===== src/rtl/sram_wr_pkg.sv =====
package sram_wr_pkg;

    typedef enum logic [1:0] {
        PH_IDLE = 2'd0,
        PH_RUN  = 2'd1,
        PH_NOP  = 2'd2
    } seq_mode_e;

    function automatic int unsigned umax(input int unsigned a, input int unsigned b);
        return (a > b) ? a : b;
    endfunction

    // Write strobe low time: with the memory outputs on, the pulse must
    // cover the memory's turn-off time plus data setup.
    function automatic int unsigned pulse_len(input int unsigned t_pwe,
                                              input int unsigned t_hzwe,
                                              input int unsigned t_sd,
                                              input bit          oe_low);
        return oe_low ? umax(t_pwe, t_hzwe + t_sd) : umax(t_pwe, t_sd);
    endfunction

    // Cycles chip select stays low after the write strobe rises.
    function automatic int unsigned tail_len(input int unsigned t_ha,
                                             input int unsigned t_hd);
        return umax(umax(t_ha, t_hd), 1);
    endfunction

    function automatic int unsigned span_len(input int unsigned t_sa,
                                             input int unsigned pw,
                                             input int unsigned tail,
                                             input int unsigned t_wc);
        return umax(t_wc, t_sa + pw + tail);
    endfunction

endpackage


===== src/rtl/sram_wr_timeline.sv =====
module sram_wr_timeline
    import sram_wr_pkg::*;
#(
    parameter int unsigned T_SA   = 2,
    parameter int unsigned T_PWE  = 3,
    parameter int unsigned T_SD   = 2,
    parameter int unsigned T_HD   = 1,
    parameter int unsigned T_HA   = 2,
    parameter int unsigned T_HZWE = 3,
    parameter bit          OE_LOW = 1'b1,
    parameter int unsigned CW     = 4
) (
    input  logic          active,
    input  logic [CW-1:0] idx,
    output logic          cs_on,
    output logic          wr_on,
    output logic          drv_on
);
    localparam int unsigned PW      = pulse_len(T_PWE, T_HZWE, T_SD, OE_LOW);
    localparam int unsigned WR_BEG  = T_SA;
    localparam int unsigned WR_END  = T_SA + PW;
    localparam int unsigned DRV_BEG = OE_LOW ? (WR_END - T_SD) : 0;
    localparam int unsigned DRV_END = WR_END + T_HD;
    localparam int unsigned CS_END  = WR_END + tail_len(T_HA, T_HD);

    localparam logic [CW-1:0] WB_C = CW'(WR_BEG);
    localparam logic [CW-1:0] WE_C = CW'(WR_END);
    localparam logic [CW-1:0] DB_C = CW'(DRV_BEG);
    localparam logic [CW-1:0] DE_C = CW'(DRV_END);
    localparam logic [CW-1:0] CE_C = CW'(CS_END);

    always_comb begin
        cs_on  = active && (idx < CE_C);
        wr_on  = active && (idx >= WB_C) && (idx < WE_C);
        drv_on = active && (idx >= DB_C) && (idx < DE_C);
    end

endmodule


===== src/rtl/sram_wr_lanes.sv =====
module sram_wr_lanes #(
    parameter int unsigned LANES = 2
) (
    input  logic             cs_on,
    input  logic             drv_on,
    input  logic [LANES-1:0] mask,
    output logic [LANES-1:0] lane_n,
    output logic [LANES-1:0] drive
);
    for (genvar g = 0; g < LANES; g++) begin : g_lane
        assign lane_n[g] = ~(cs_on && mask[g]);
        assign drive[g]  = drv_on && mask[g];
    end

endmodule


===== src/rtl/sram_wr_seq.sv =====
module sram_wr_seq
    import sram_wr_pkg::*;
#(
    parameter int unsigned ADDR_W = 18,
    parameter int unsigned DATA_W = 16,
    parameter int unsigned T_SA   = 2,
    parameter int unsigned T_PWE  = 3,
    parameter int unsigned T_SD   = 2,
    parameter int unsigned T_HD   = 1,
    parameter int unsigned T_HA   = 2,
    parameter int unsigned T_HZWE = 3,
    parameter int unsigned T_WC   = 12,
    parameter bit          OE_LOW = 1'b1
) (
    input  logic                clk,
    input  logic                rst_n,
    input  logic                host_req,
    output logic                host_ready,
    input  logic [ADDR_W-1:0]   host_addr,
    input  logic [DATA_W-1:0]   host_wdata,
    input  logic [DATA_W/8-1:0] host_bmask,
    output logic [ADDR_W-1:0]   mem_addr,
    output logic                mem_cs_n,
    output logic                mem_wr_n,
    output logic                mem_rd_n,
    output logic [DATA_W/8-1:0] mem_lane_n,
    output logic [DATA_W-1:0]   mem_dout,
    output logic [DATA_W/8-1:0] mem_drive
);
    localparam int unsigned LANES = DATA_W / 8;
    localparam int unsigned PW    = pulse_len(T_PWE, T_HZWE, T_SD, OE_LOW);
    localparam int unsigned SPAN  = span_len(T_SA, PW, tail_len(T_HA, T_HD), T_WC);
    localparam int unsigned CW    = $clog2(SPAN + 1);
    localparam logic [CW-1:0] LAST_IDX = CW'(SPAN - 1);

    typedef struct packed {
        seq_mode_e         mode;
        logic [CW-1:0]     idx;
        logic [ADDR_W-1:0] addr;
        logic [DATA_W-1:0] data;
        logic [LANES-1:0]  mask;
        logic              cs_n;
        logic              wr_n;
        logic              rd_n;
        logic [LANES-1:0]  lane_n;
        logic [LANES-1:0]  drive;
        logic              ready;
    } regs_t;

    regs_t q_q, q_d;

    seq_mode_e        mode_d;
    logic [CW-1:0]    idx_d;
    logic             take;
    logic [LANES-1:0] mask_d;
    logic             cs_on, wr_on, drv_on;
    logic [LANES-1:0] lane_n_d, drive_d;

    // Sequencing: which step of the write the next cycle is in.
    always_comb begin
        mode_d = q_q.mode;
        idx_d  = q_q.idx;
        take   = 1'b0;
        unique case (q_q.mode)
            PH_IDLE: begin
                if (host_req && q_q.ready) begin
                    take   = 1'b1;
                    idx_d  = '0;
                    mode_d = (|host_bmask) ? PH_RUN : PH_NOP;
                end
            end
            PH_RUN: begin
                if (q_q.idx == LAST_IDX) begin
                    mode_d = PH_IDLE;
                end else begin
                    idx_d = q_q.idx + 1'b1;
                end
            end
            default: mode_d = PH_IDLE;
        endcase
        mask_d = take ? host_bmask : q_q.mask;
    end

    sram_wr_timeline #(
        .T_SA   (T_SA),
        .T_PWE  (T_PWE),
        .T_SD   (T_SD),
        .T_HD   (T_HD),
        .T_HA   (T_HA),
        .T_HZWE (T_HZWE),
        .OE_LOW (OE_LOW),
        .CW     (CW)
    ) u_timeline (
        .active (mode_d == PH_RUN),
        .idx    (idx_d),
        .cs_on  (cs_on),
        .wr_on  (wr_on),
        .drv_on (drv_on)
    );

    sram_wr_lanes #(
        .LANES (LANES)
    ) u_lanes (
        .cs_on  (cs_on),
        .drv_on (drv_on),
        .mask   (mask_d),
        .lane_n (lane_n_d),
        .drive  (drive_d)
    );

    always_comb begin
        q_d = q_q;
        if (take) begin
            q_d.addr = host_addr;
            q_d.data = host_wdata;
        end
        q_d.mode   = mode_d;
        q_d.idx    = idx_d;
        q_d.mask   = mask_d;
        q_d.cs_n   = ~cs_on;
        q_d.wr_n   = ~wr_on;
        q_d.rd_n   = ~OE_LOW;
        q_d.lane_n = lane_n_d;
        q_d.drive  = drive_d;
        q_d.ready  = (mode_d == PH_IDLE);
    end

    always_ff @(posedge clk) begin
        if (!rst_n) begin
            q_q        <= '0;
            q_q.mode   <= PH_IDLE;
            q_q.cs_n   <= 1'b1;
            q_q.wr_n   <= 1'b1;
            q_q.rd_n   <= 1'b1;
            q_q.lane_n <= '1;
        end else begin
            q_q <= q_d;
        end
    end

    assign host_ready = q_q.ready;
    assign mem_addr   = q_q.addr;
    assign mem_cs_n   = q_q.cs_n;
    assign mem_wr_n   = q_q.wr_n;
    assign mem_rd_n   = q_q.rd_n;
    assign mem_lane_n = q_q.lane_n;
    assign mem_dout   = q_q.data;
    assign mem_drive  = q_q.drive;

endmodule


===== config.mk =====
export PLATFORM = sky130hd
export DESIGN_NAME = sram_wr_seq
export DESIGN_NICKNAME = d
export VERILOG_FILES = /design/src/rtl/sram_wr_pkg.sv /design/src/rtl/sram_wr_timeline.sv /design/src/rtl/sram_wr_lanes.sv /design/src/rtl/sram_wr_seq.sv
export SDC_FILE = /design/constraint.sdc
export NUM_CORES = 1
export LEC_CHECK = 0
export BUFFER_PORTS_ARGS = -buffer_cell sky130_fd_sc_hd__buf_2
export CORE_MARGIN = 8
export CORE_UTILIZATION = 49
export CTS_CLUSTER_DIAMETER = 150
export DETAILED_ROUTE_END_ITERATION = 12
export GPL_ROUTABILITY_DRIVEN = 1
export PLACE_DENSITY = 0.79
export REMOVE_ABC_BUFFERS = 1
export SLEW_MARGIN = 5
export SYNTH_ARGS = -nofsm -noshare
export SYNTH_HDL_FRONTEND = slang
export SYNTH_HIERARCHICAL = 1
export SYNTH_SLANG_ARGS = --single-unit

===== constraint.sdc =====
create_clock -name clk -period 2.4 [get_ports clk]
set_clock_uncertainty 0.05 [all_clocks]
set_input_delay 0.24 -clock clk [delete_from_list [all_inputs] [get_ports clk]]
set_output_delay 0.24 -clock clk [all_outputs]
set_load 0.005 [all_outputs]

==> results.cfg <==
[status]
status = completed

[power_and_ir_drop]
pwr-share-seq_pct = 53.4
switchingPower_uw = 397
p_sw_share_pct = 23.8
peakVddDrop_v = 0.000340
cellPowerDensity_mw_per_mm2 = 691
p_int_mw = 1.27
clkPwrFrac_pct = 34.2
p_leak_nw = 1.10
p_comb_share_pct = 12.3

[drt]
drt_first_pass_iters = 4
drt-initial-drc-count = 116
vias = 1716
drc = 0
wire_per_inst_um = 12.9
via_per_inst = 4.88
ant_nets = 0
totalWireLength_mm = 4.54

[cells_and_area]
postLayoutCoreUtil_pct = 55.8
drive_gt1_share_pct = 32.7
nFillCells = 416
final_cell_mix = buf_2, nand2_1, dfxtp_1
fin_cells = 352
nets = 339
antennaDiodeCount = 0
area_growth_pct = 11.1
layout_commonest_cell = buf_2

[sta]
timing.hold.ws_ns = 0.118
clock.fmax_ghz = 0.467
setup_viol = 0
slew_headroom_pct = 55.0
finalCriticalPeriod_ns = 2.14
final-hold-violation-count = 0
fin_crit_sh_pct = 89.2
rsz0062_at_grt = no
fin_ws_ns = 0.259
tightest_slew_ns = 0.674
fin_tns_setup_ns = 0
drv_slew = 0

[place]
globalplace.congestion = 0.802
io_buffer_count = 80
hpwl_mm = 3.34
place_ws_ns = 0.277
placed_cells = 344

[synth]
synth.distinct_cells = 30
syn_area_per_cell_um2 = 8.32
ys_seq_elements = 50
netlist_instances = 261
yosysWarnings = 6
synth_area_mm2 = 0.00217
yosysSeqAreaShare_pct = 46.1

[worst_setup_path]
endpoint_kind = register
rr_endpoint = mem_drive[1]$_SDFF_PN0_
cp.arrival_ns = 2.34
rr_worst_depth = 8
cp-endpoint = mem_drive[1]$_SDFF_PN0_
worstSetupStartpointType = register
setup.worst_path.start = q_q[44]$_SDFF_PN0_
cpMaxStageDelayCell = dfxtp_1
r2r_slack_ns = 0.26
crit_type = reg -> reg
critPathBufInv = 0
worst-path-max-fanout = 8
cpMostUsedCell = and2_1
cpPeakStageDelay_ns = 0.41
worstPathRequired_ns = 2.60
path_cells = ha_1 > nand2b_1 > o21ai_2 > mux2i_1 > nor2_1 > and4bb_2 > and2_1 > and2_1
rr_startpoint = q_q[44]$_SDFF_PN0_
cp.depth = 8
cp_top_family = simple AND/OR/NAND/NOR gates

[global_route]
use_met2_pct = 22.7
grt_max_degree = 40
grt_overflow = 0
antenna_found_initial = 0
grt_use_total_pct = 13.7
grt_pass1_wl_mm = 7.36
first_global_vias = 1698
grt_util_met1_pct = 15.0
busiest_layer = met2
met3_usage_pct = 6.93

[clock_network]
cts_resized = 0
cts_made_buffers = 5
hold_buffers = 0
post-cts-setup-buffers = 0
clk_pin_slew_worst_paths_ns = 0.09
clock_sinks = 50
ctsLongestPathBuffers = 2
htreeDepth = 2
cts_tree = built
cts-root-buf = clkbuf_8
clk_latency_ns = 0.30

[die]
fp.dieW_um = 82.6
die_area_mm2 = 0.00682
rows = 24
top_level_ports = 81
die_h_um = 82.6
core_area_mm2 = 0.00432
start_util_pct = 50.2

[worst_hold_path]
hp-class = in -> reg

[flow_run]
maxCapViolations = 0
## Yosys cell counts (all sizes together)
cell type / n / area [um^2]
a21oi: 37 / 185
buf: 48 / 345
nor2b: 1 / 6.26
o31ai: 1 / 7.51
nand2: 75 / 282
nor4: 2 / 12.5
a211oi: 1 / 7.51
mux2: 2 / 30.0
o2bb2ai: 1 / 8.76
clkbuf: 4 / 15.0
and2: 7 / 43.8
nor2: 2 / 7.51
a31oi: 1 / 6.26
a31o: 1 / 8.76
nand3: 6 / 30.0
nor3: 1 / 5.00
nand4bb: 1 / 11.3
o21ai: 2 / 13.8
nand2b: 5 / 31.3
mux2i: 4 / 40.0
ha: 1 / 12.5
and4bb: 3 / 37.5
or3: 1 / 6.26
and3: 1 / 6.26
inv: 3 / 11.3
dfxtp: 50 / 1000
## cell type report
class,instances,area (um^2),share of cell area [%]
well taps,52,65.1,2.70
multi-input cells,156,805,33.3
flip-flops and latches,50,1000,41.5
clock inverters,3,40.0,1.66
repair buffers,83,423,17.5
inverters,3,11.3,0.467
clock buffers,5,68.8,2.85
## worst min-delay path by stage
stage / startpoint / end / slack [ns] / depth (start not counted)
floorplan: rst_n / mem_wr_n$_SDFF_PN1_ / 0.26 / 1
global placement: mem_dout[8]$_SDFFE_PN0N_ / mem_dout[8]$_SDFFE_PN0N_ / 0.39 / 2
finish: host_addr[3] / mem_addr[3]$_SDFFE_PN0N_ / 0.12 / 3
detailed placement: mem_dout[10]$_SDFFE_PN0N_ / mem_dout[10]$_SDFFE_PN0N_ / 0.39 / 2
CTS: host_wdata[15] / mem_dout[15]$_SDFFE_PN0N_ / 0.10 / 3
global route: host_addr[3] / mem_addr[3]$_SDFFE_PN0N_ / 0.10 / 3
## sequential cells by signal (all words and copies together), names as in the netlist
signal,cells
host_ready,1
mem_addr,18
mem_cs_n,1
mem_dout,16
mem_drive,2
mem_lane_n,2
mem_rd_n,1
mem_wr_n,1
q_q,8
## kinds of logic (layout without fill, tap and decap cells)
kind of cell	after synthesis	after routing	synth area share, %
mux	6	6	3.23
buf+inv	55	94	17.1
flops	50	50	46.1
simple gates	105	105	22.1
fa+ha+maj	1	1	0.576
compound gates	44	44	10.9
## stage by stage
stage | area, um^2 | power, mW
4_1_cts | 2410 | 1.70
3_5_place_dp | 2300 | 1.12
5_1_grt | 2410 | 1.76
6_report | 2410 | 1.67
3_3_place_gp | 2300 | 1.11
2_1_floorplan | 1810 | 1.01
## layer usage
layer	vias to the layer above	part of all wire (%)	wire length, um
li1	887	-	-
met1	772	41	1860
met2	50	48	2160
met3	7	10	476
met4	0	0.88	40
met5	-	0	0
## power groups by stage
stage               logic (mW)  registers, mW  clock network (mW)
floorplan                0.101          0.913                   0
CTS                      0.210          0.891               0.597
global placement         0.206          0.909                   0
finish                   0.206          0.890               0.570
global route             0.233          0.897               0.633
detailed placement       0.209          0.910                   0
## worst reg2reg max path: stages, from the launching register on
cell      delay [ns]
dfxtp_1         0.41
ha_1            0.20
nand2b_1        0.10
o21ai_2         0.37
mux2i_1         0.39
nor2_1          0.06
and4bb_2        0.29
and2_1          0.12
and2_1          0.11
No activity file was read; power rests on OpenSTA's default activity.
